[config.mk]
export PLATFORM = sky130hd
export DESIGN_NAME = fc_flow_ctrl
export DESIGN_NICKNAME = d
export VERILOG_FILES = /design/src/rtl/fc_pkg.sv /design/src/rtl/fc_thresh_decode.sv /design/src/rtl/fc_rts_hyst.sv /design/src/rtl/fc_cts_gate.sv /design/src/rtl/fc_flow_ctrl.sv
export SDC_FILE = /design/constraint.sdc
export NUM_CORES = 1
export LEC_CHECK = 0
export BUFFER_PORTS_ARGS = -buffer_cell sky130_fd_sc_hd__buf_4
export CAP_MARGIN = 20
export CORE_AREA = 2 2 39 41
export CTS_CLUSTER_SIZE = 16
export DETAILED_ROUTE_END_ITERATION = 7
export DIE_AREA = 0 0 41 43
export PLACE_DENSITY = 0.58
export SLEW_MARGIN = 10
export SYNTH_ARGS = -nofsm -noshare
export SYNTH_HDL_FRONTEND = slang
export SYNTH_SLANG_ARGS = --single-unit
export TNS_END_PERCENT = 5
[constraint.sdc]
create_clock -name clk -period 0.8 [get_ports clk]
set_input_delay 0.04 -clock clk [delete_from_list [all_inputs] [get_ports clk]]
set_output_delay 0.04 -clock clk [all_outputs]
set_load 0.01 [all_outputs]
[src/rtl/fc_pkg.sv]
package fc_pkg;
   typedef enum logic {
      FC_FLOW_ON     = 1'b0,
      FC_FLOW_HALTED = 1'b1
   } fc_rts_state_e;

   typedef struct packed {
      logic [3:0] resume_code;
      logic [3:0] halt_code;
   } fc_thresh_t;
endpackage

[src/rtl/fc_thresh_decode.sv]
module fc_thresh_decode #(
   parameter int CODE_W = 4,
   parameter int SCALE  = 4,
   parameter int CNT_W  = 7
) (
   input  logic [CODE_W-1:0] code_i,
   output logic [CNT_W-1:0]  bytes_o
);
   localparam int MAX_BYTES = ((1 << CODE_W) - 1) * SCALE;

   if (MAX_BYTES >= (1 << CNT_W)) begin : g_bad_width
      $error("fc_thresh_decode: scaled code does not fit the count width");
   end

   assign bytes_o = CNT_W'(code_i) * CNT_W'(SCALE);
endmodule

[src/rtl/fc_rts_hyst.sv]
module fc_rts_hyst
   import fc_pkg::*;
#(
   parameter int CNT_W          = 7,
   parameter bit RTS_ACTIVE_LOW = 1'b1
) (
   input  logic             clk,
   input  logic             rst_n,
   input  logic [CNT_W-1:0] level_i,
   input  logic [CNT_W-1:0] halt_bytes_i,
   input  logic [CNT_W-1:0] resume_bytes_i,
   input  logic             auto_en_i,
   input  logic             manual_assert_i,
   output logic             rts_pin_o
);
   localparam logic PIN_IDLE = RTS_ACTIVE_LOW ? 1'b1 : 1'b0;

   fc_rts_state_e state_q, state_d;
   logic          assert_d;
   logic          pin_d;
   logic          pin_q;

   always_comb begin
      state_d = FC_FLOW_ON;
      if (auto_en_i) begin
         if (level_i >= halt_bytes_i)
            state_d = FC_FLOW_HALTED;
         else if (state_q == FC_FLOW_HALTED && level_i > resume_bytes_i)
            state_d = FC_FLOW_HALTED;
         else
            state_d = FC_FLOW_ON;
      end
   end

   assign assert_d = auto_en_i ? (state_d == FC_FLOW_ON) : manual_assert_i;

   if (RTS_ACTIVE_LOW) begin : g_pin_low
      assign pin_d = ~assert_d;
   end else begin : g_pin_high
      assign pin_d = assert_d;
   end

   always_ff @(posedge clk or negedge rst_n) begin
      if (!rst_n) begin
         state_q <= FC_FLOW_ON;
         pin_q   <= PIN_IDLE;
      end else begin
         state_q <= state_d;
         pin_q   <= pin_d;
      end
   end

   assign rts_pin_o = pin_q;

   assert_halt_R2: assert property (@(posedge clk) disable iff (!rst_n)
      (auto_en_i && level_i >= halt_bytes_i) |=> (rts_pin_o == PIN_IDLE));

   assert_hold_R3: assert property (@(posedge clk) disable iff (!rst_n)
      (auto_en_i && state_q == FC_FLOW_HALTED && level_i > resume_bytes_i)
      |=> (state_q == FC_FLOW_HALTED && rts_pin_o == PIN_IDLE));

   assert_flow_R4: assert property (@(posedge clk) disable iff (!rst_n)
      (auto_en_i && state_q == FC_FLOW_ON && level_i < halt_bytes_i)
      |=> (rts_pin_o != PIN_IDLE));

   assert_manual_R6: assert property (@(posedge clk) disable iff (!rst_n)
      (!auto_en_i) |=> ((rts_pin_o != PIN_IDLE) == $past(manual_assert_i)
                        && state_q == FC_FLOW_ON));
endmodule

[src/rtl/fc_cts_gate.sv]
module fc_cts_gate (
   input  logic clk,
   input  logic rst_n,
   input  logic auto_en_i,
   input  logic cts_n_i,
   input  logic tx_busy_i,
   input  logic char_done_i,
   output logic tx_permit_o
);
   logic boundary;
   logic permit_q;

   assign boundary = !tx_busy_i || char_done_i;

   always_ff @(posedge clk or negedge rst_n) begin
      if (!rst_n)
         permit_q <= 1'b1;
      else if (boundary)
         permit_q <= !auto_en_i || !cts_n_i;
   end

   assign tx_permit_o = permit_q;

   assert_stop_R7: assert property (@(posedge clk) disable iff (!rst_n)
      (auto_en_i && cts_n_i && (!tx_busy_i || char_done_i)) |=> !tx_permit_o);

   assert_go_R7: assert property (@(posedge clk) disable iff (!rst_n)
      (auto_en_i && !cts_n_i && (!tx_busy_i || char_done_i)) |=> tx_permit_o);

   assert_bypass_R8: assert property (@(posedge clk) disable iff (!rst_n)
      (!auto_en_i && (!tx_busy_i || char_done_i)) |=> tx_permit_o);

   assert_midchar_R9: assert property (@(posedge clk) disable iff (!rst_n)
      (tx_busy_i && !char_done_i) |=> $stable(tx_permit_o));
endmodule

[src/rtl/fc_flow_ctrl.sv]
module fc_flow_ctrl
   import fc_pkg::*;
#(
   parameter int FIFO_DEPTH     = 64,
   parameter int CODE_W         = 4,
   parameter int SCALE          = 4,
   parameter bit RTS_ACTIVE_LOW = 1'b1,
   localparam int CNT_W         = $clog2(FIFO_DEPTH + 1)
) (
   input  logic              clk,
   input  logic              rst_n,
   input  logic [CNT_W-1:0]  rx_level,
   input  logic [2*CODE_W-1:0] flow_thresh,
   input  logic              auto_rts_en,
   input  logic              auto_cts_en,
   input  logic              manual_rts,
   input  logic              cts_n,
   input  logic              tx_busy,
   input  logic              char_done,
   output logic              rts_pin,
   output logic              tx_permit
);
   if (((1 << CODE_W) - 1) * SCALE > FIFO_DEPTH) begin : g_bad_scale
      $error("fc_flow_ctrl: largest threshold exceeds the FIFO depth");
   end
   if (CODE_W != 4) begin : g_bad_code
      $error("fc_flow_ctrl: threshold field layout expects 4-bit codes");
   end

   fc_thresh_t       thr;
   logic [CNT_W-1:0] halt_bytes;
   logic [CNT_W-1:0] resume_bytes;

   assign thr = fc_thresh_t'(flow_thresh);

   fc_thresh_decode #(.CODE_W(CODE_W), .SCALE(SCALE), .CNT_W(CNT_W)) u_halt_dec (
      .code_i  (thr.halt_code),
      .bytes_o (halt_bytes)
   );

   fc_thresh_decode #(.CODE_W(CODE_W), .SCALE(SCALE), .CNT_W(CNT_W)) u_resume_dec (
      .code_i  (thr.resume_code),
      .bytes_o (resume_bytes)
   );

   fc_rts_hyst #(.CNT_W(CNT_W), .RTS_ACTIVE_LOW(RTS_ACTIVE_LOW)) u_rts (
      .clk             (clk),
      .rst_n           (rst_n),
      .level_i         (rx_level),
      .halt_bytes_i    (halt_bytes),
      .resume_bytes_i  (resume_bytes),
      .auto_en_i       (auto_rts_en),
      .manual_assert_i (manual_rts),
      .rts_pin_o       (rts_pin)
   );

   fc_cts_gate u_cts (
      .clk         (clk),
      .rst_n       (rst_n),
      .auto_en_i   (auto_cts_en),
      .cts_n_i     (cts_n),
      .tx_busy_i   (tx_busy),
      .char_done_i (char_done),
      .tx_permit_o (tx_permit)
   );

   assert_level_range_R5: assert property (@(posedge clk) disable iff (!rst_n)
      rx_level <= CNT_W'(FIFO_DEPTH));
endmodule

==> run metrics, run 1 <==
first-pass GRT wire length=1.38 mm; row cnt=14; area occupied by registers=77.6 um^2; DIE HEIGHT=43 um; io pins=25; Post-DP HPWL=731 um; final cell count without fillers=85; Clock Sink Count=3; crit path launch type=input pin; most frequent cells in the layout=25 x buf_4, 6 x inv_1, 6 x ha_1; Final min period=1010 ps; clk_lat worst skew=230 ps; fillcell total=134; port buffer count=24; Finished Core Util=48.5%; Critical Path RT=950 ps; area grow syn2layout=105%; Worst Path Class, Setup=in2reg; critical path endpoint category=register; Avg Inst Size Synth=9.11 um^2; routed via count=378; final wirelength=814 um; Starting DRT DRC Count=1; Worst Setup SP=rx_level[2]; crit path DAT=1150 ps; layout cells sized above 1=56.5%; Residual DRC=0; Setup Fix Bufs, Post-CTS=0; commonest non-fill, non-tap cell in the layout=buf_4; initial antenna violation count=0; Tcrit/Tclk final=126%; number of global-route vias before repair=353; TritonRoute pass-1 iters=2; RSZ-0062 raised after global routing=yes; DIE WIDTH=41 um; clk slew on worst S/H paths=40 ps; Reg2Reg Setup Slack=60 ps; Fin. Hold Viols=0; Syn Std Cell Area=328 um^2; Synthesis Warnings=0; Hold Crit Class=in2reg; final worst slack=-206 ps; worst setup path endpoint=u_rts.rts_pin_o; Initial Utilization=23.7%; detail-routed net length per standard cell=9.58 um; core area=1380 um^2; Least-Margin Pin Slew=258 ps; Power Density=1070 nW/um^2; RR Startpoint=u_cts.tx_permit_o; multi-input logic area=274 um^2; r2r endpoint=u_cts.tx_permit_o; hold slack=68.2 ps; VDD IR max=0.550 mV; Slew Viols, Final=0; synth unique cells=20; H-tree depth=1; Final GP Congestion=0.697; root buf cell=clkbuf_4; Antenna Cells=0; Max-Cap Viols=0; CTS tree=done; sequential-to-total area share from yosys stat=23.7%; Clock Tree Buf Depth=2; Place WS=-451 ps; grt ovf=0; Die Area=1760 um^2; R2R depth=1; Num CTS Buffers=3; ANT nets after route=0; outcome=finished with violations; Max Fclk=0.994 GHz; Nets=101; Synth Net Count=67; Crit Path Max Fanout=2; cells after synthesis=36; Setup-failing EPs final=4; largest net degree at the start of global routing=4; Total Routing Usage GR=11.0%; failing checks=setup timing; count of state elements after synthesis=3; max_slew headroom=82.6%; placed insts=79; clock skew=3.03 ps; Avg Vias per Cell=4.45; Leakage=0.332 nW
[registers in the layout (all words and copies together) (netlist names)]
name / flops
u_cts.tx_permit_o: 1
u_rts.rts_pin_o: 1
u_rts.state_q: 1
[metrics by stage]
| step | TNS, ps | total power, W | instance area (um^2) |
|---|---|---|---|
| 3_5_place_dp | -898 | 0.000429 | 584 |
| 3_3_place_gp | -856 | 0.000426 | 584 |
| 2_1_floorplan | -494 | 0.000279 | 362 |
| 6_report | -558 | 0.000720 | 671 |
| 4_1_cts | -576 | 0.000730 | 671 |
| 5_1_grt | -696 | 0.000777 | 671 |
[per-layer routing]
metal,part of all wire (%),up-vias,global-route usage [%],wire [um]
li1,-,198,-,-
met1,37,167,13.9,300
met2,53,13,17.8,434
met3,9.8,0,1.57,80
met4,0,0,4.00,0
met5,0,-,0,0
[final cells by class]
cell class                      instances  area share, %
Timing Repair Buffer                   29           34.3
Sequential cell                         3           11.6
Clock buffer                            4           3.92
Multi-Input combinational cell         25           40.9
Tap cell                               16           2.99
Inverter                                8           6.34
[worst min path at each step]
stage                          from                 to  slack, ps  cells after the start
after floorplan               rst_n      u_rts.state_q       -260                      0
after global placement        rst_n      u_rts.state_q       -170                      1
after detailed placement      rst_n      u_rts.state_q       -170                      1
after CTS                 char_done  u_cts.tx_permit_o         70                      2
after global routing      char_done  u_cts.tx_permit_o         60                      2
final                     char_done  u_cts.tx_permit_o         70                      2
[timing repair]
action / 4_1_cts / 5_1_grt
resized for setup: 5 / 0
setup endpoints to repair: 4 / 4
endpoints found under the hold margin: 4 / 0
hold buffers: 2 / 0
pin swaps: 0 / 0
[cell families (layout without fill, tap and decap cells)]
kind of cell | Yosys count | after routing | share of synthesized area, %
buf+inv | 8 | 41 | 9.16
fa+ha+maj | 8 | 8 | 30.5
simple gates | 7 | 7 | 14.9
flops | 3 | 3 | 23.7
compound gates | 10 | 10 | 21.8
[where the power goes]
part           total, W  switching (W)  internal (W)
combinational  0.000280       0.000106      0.000174
clock          0.000261      0.0000740      0.000187
sequential     0.000178     0.00000701      0.000171
total          0.000720       0.000187      0.000533
[critical path, cell delays in order]
cell	delay, ps
buf_4	80
inv_2	40
ha_4	240
or3b_1	350
a21oi_2	180
a2111oi_4	70
a31oi_1	150
[Yosys cell counts (all sizes together)]
| master | count | share of area, % |
|---|---|---|
| a21oi | 2 | 3.1 |
| or3b | 1 | 2.7 |
| a2111oi | 1 | 3.1 |
| inv | 8 | 9.2 |
| o211ai | 1 | 2.3 |
| nand4b | 1 | 2.7 |
| nand2b | 1 | 1.9 |
| a31oi | 1 | 1.9 |
| dfrtp | 1 | 7.6 |
| o31a | 1 | 2.7 |
| a21boi | 1 | 2.3 |
| nand4 | 1 | 1.9 |
| o21ai | 1 | 1.5 |
| nor2b | 1 | 1.9 |
| nor2 | 1 | 1.1 |
| nor4b | 1 | 2.7 |
| o311ai | 1 | 2.7 |
| dfstp | 2 | 16 |
| ha | 8 | 31 |
| a21o | 1 | 2.3 |
No activity file was read; power rests on OpenSTA's default activity.
==> run 2: changes to the inputs <==
Settings changed: BUFFER_PORTS_ARGS -buffer_cell sky130_fd_sc_hd__buf_4 to -buffer_cell sky130_fd_sc_hd__clkbuf_2.
==> run metrics, run 2 (synthesis results as in run 1) <==
Leakage=0.315 nW; CP bufs+invs=2; io pins=25; Slew Viols, Final=0; final cell count without fillers=84; layout cells sized above 1=58.8%; critical path endpoint category=register; Hold Crit Class=in2reg; Final min period=991 ps; Reg2Reg Setup Slack=80 ps; Total Routing Usage GR=10.1%; initial antenna violation count=0; crit path launch type=input pin; Clock Tree Buf Depth=2; outcome=finished with violations; Critical Path RT=960 ps; Fin. Hold Viols=0; Worst Setup SP=rx_level[2]; area grow syn2layout=92.0%; Num CTS Buffers=3; core area=1380 um^2; Crit Path Max Fanout=2; crit-path cells=clkbuf_2 -> inv_2 -> ha_4 -> or3b_1 -> a21oi_2 -> a2111oi_4 -> a21boi_1; Setup Fix Bufs, Post-CTS=0; worst setup path endpoint=u_rts.state_q; Starting DRT DRC Count=2; Tcrit/Tclk final=124%; max_slew headroom=80.8%; clk_lat worst skew=230 ps; row cnt=14; ANT nets after route=0; final worst slack=-191 ps; detail-routed net length per standard cell=9.77 um; VDD IR max=0.490 mV; r2r endpoint=u_cts.tx_permit_o; Slowest-stage cell, CP=or3b_1; TNS Setup=-549 ps; DIE WIDTH=41 um; Final GP Congestion=0.685; RR Startpoint=u_cts.tx_permit_o; root buf cell=clkbuf_4; CTS tree=done; crit path DAT=1150 ps; Crit path max-delay family=compound AO/OA/AOI/OAI gates; Clock Sink Count=3; R2R depth=1; Setup-failing EPs final=4; clock skew=0.0617 ps; final wirelength=821 um; clk slew on worst S/H paths=40 ps; H-tree depth=1; Post-DP HPWL=680 um; Die Area=1760 um^2; placed insts=78; port buffer count=24; failing checks=setup timing; routed via count=375; cell count along the critical path=7; most frequent cells in the layout=21 x clkbuf_2, 6 x inv_1, 5 x ha_1; TritonRoute pass-1 iters=4; Initial Utilization=23.7%; Residual DRC=0; Max Fclk=1.01 GHz; number of global-route vias before repair=326; Avg Vias per Cell=4.46; Worst Path Class, Setup=in2reg; Antenna Cells=0; RSZ-0062 raised after global routing=yes; largest net degree at the start of global routing=4; Least-Margin Pin Slew=287 ps; DIE HEIGHT=43 um; Nets=100; grt ovf=0; CP peak stage delay=360 ps; Power Density=1120 nW/um^2; first-pass GRT wire length=1.24 mm; Finished Core Util=45.5%; Max-Cap Viols=0; commonest non-fill, non-tap cell in the layout=clkbuf_2
==> run 2: worst min path at each step <==
stage / cells past startpoint / endpoint / startpoint
after floorplan: 0 / u_rts.state_q / rst_n
after global placement: 1 / u_rts.state_q / rst_n
after detailed placement: 1 / u_rts.state_q / rst_n
after CTS: 3 / u_rts.rts_pin_o / manual_rts
after global routing: 3 / u_rts.rts_pin_o / manual_rts
final: 3 / u_rts.rts_pin_o / manual_rts
==> run 2: routing by layer <==
metal  global-route usage, %  wire length, um  vias up
met1                    13.0              340      163
met3                       0               51        0
met2                    15.9              429       13
met4                    6.00                0        0
li1                        -                -      199
met5                       0                0        -
==> run 2: metrics by stage <==
stage / instance area, um^2 / setup slack [ps] / total power, W / hold WS, ps
2_1_floorplan: 362 / -250 / 0.000279 / -256
3_3_place_gp: 517 / -483 / 0.000382 / -164
3_5_place_dp: 517 / -501 / 0.000385 / -162
4_1_cts: 598 / -186 / 0.000694 / 46.2
5_1_grt: 629 / -231 / 0.000745 / 67.3
6_report: 629 / -191 / 0.000706 / 45.9
==> run 2: layout make-up <==
class / count / area (um^2)
fill: 130 / 754
multi-input combinational: 25 / 293
timing repair buffer: 28 / 170
sequential: 3 / 77.6
inverter: 8 / 42.5
clock buffer: 4 / 26.3
tap: 16 / 20.0
==> run 2: worst min-delay path, cell delays in order <==
cell and delay [ps]:
clkbuf_2 70, nor2b_1 120, a31oi_1 50
==> run 2: report_power, final <==
| group | internal (W) | switching (W) |
|---|---|---|
| clock network | 0.000187 | 0.0000841 |
| registers | 0.000171 | 0.00000655 |
| logic | 0.000146 | 0.000110 |
==> run 2: timing repair <==
item,4_1_cts,5_1_grt
pin swaps,2,1
hold endpoints to repair,4,0
endpoints found under the setup margin,4,4
hold buffers,2,0
resized for setup,4,7
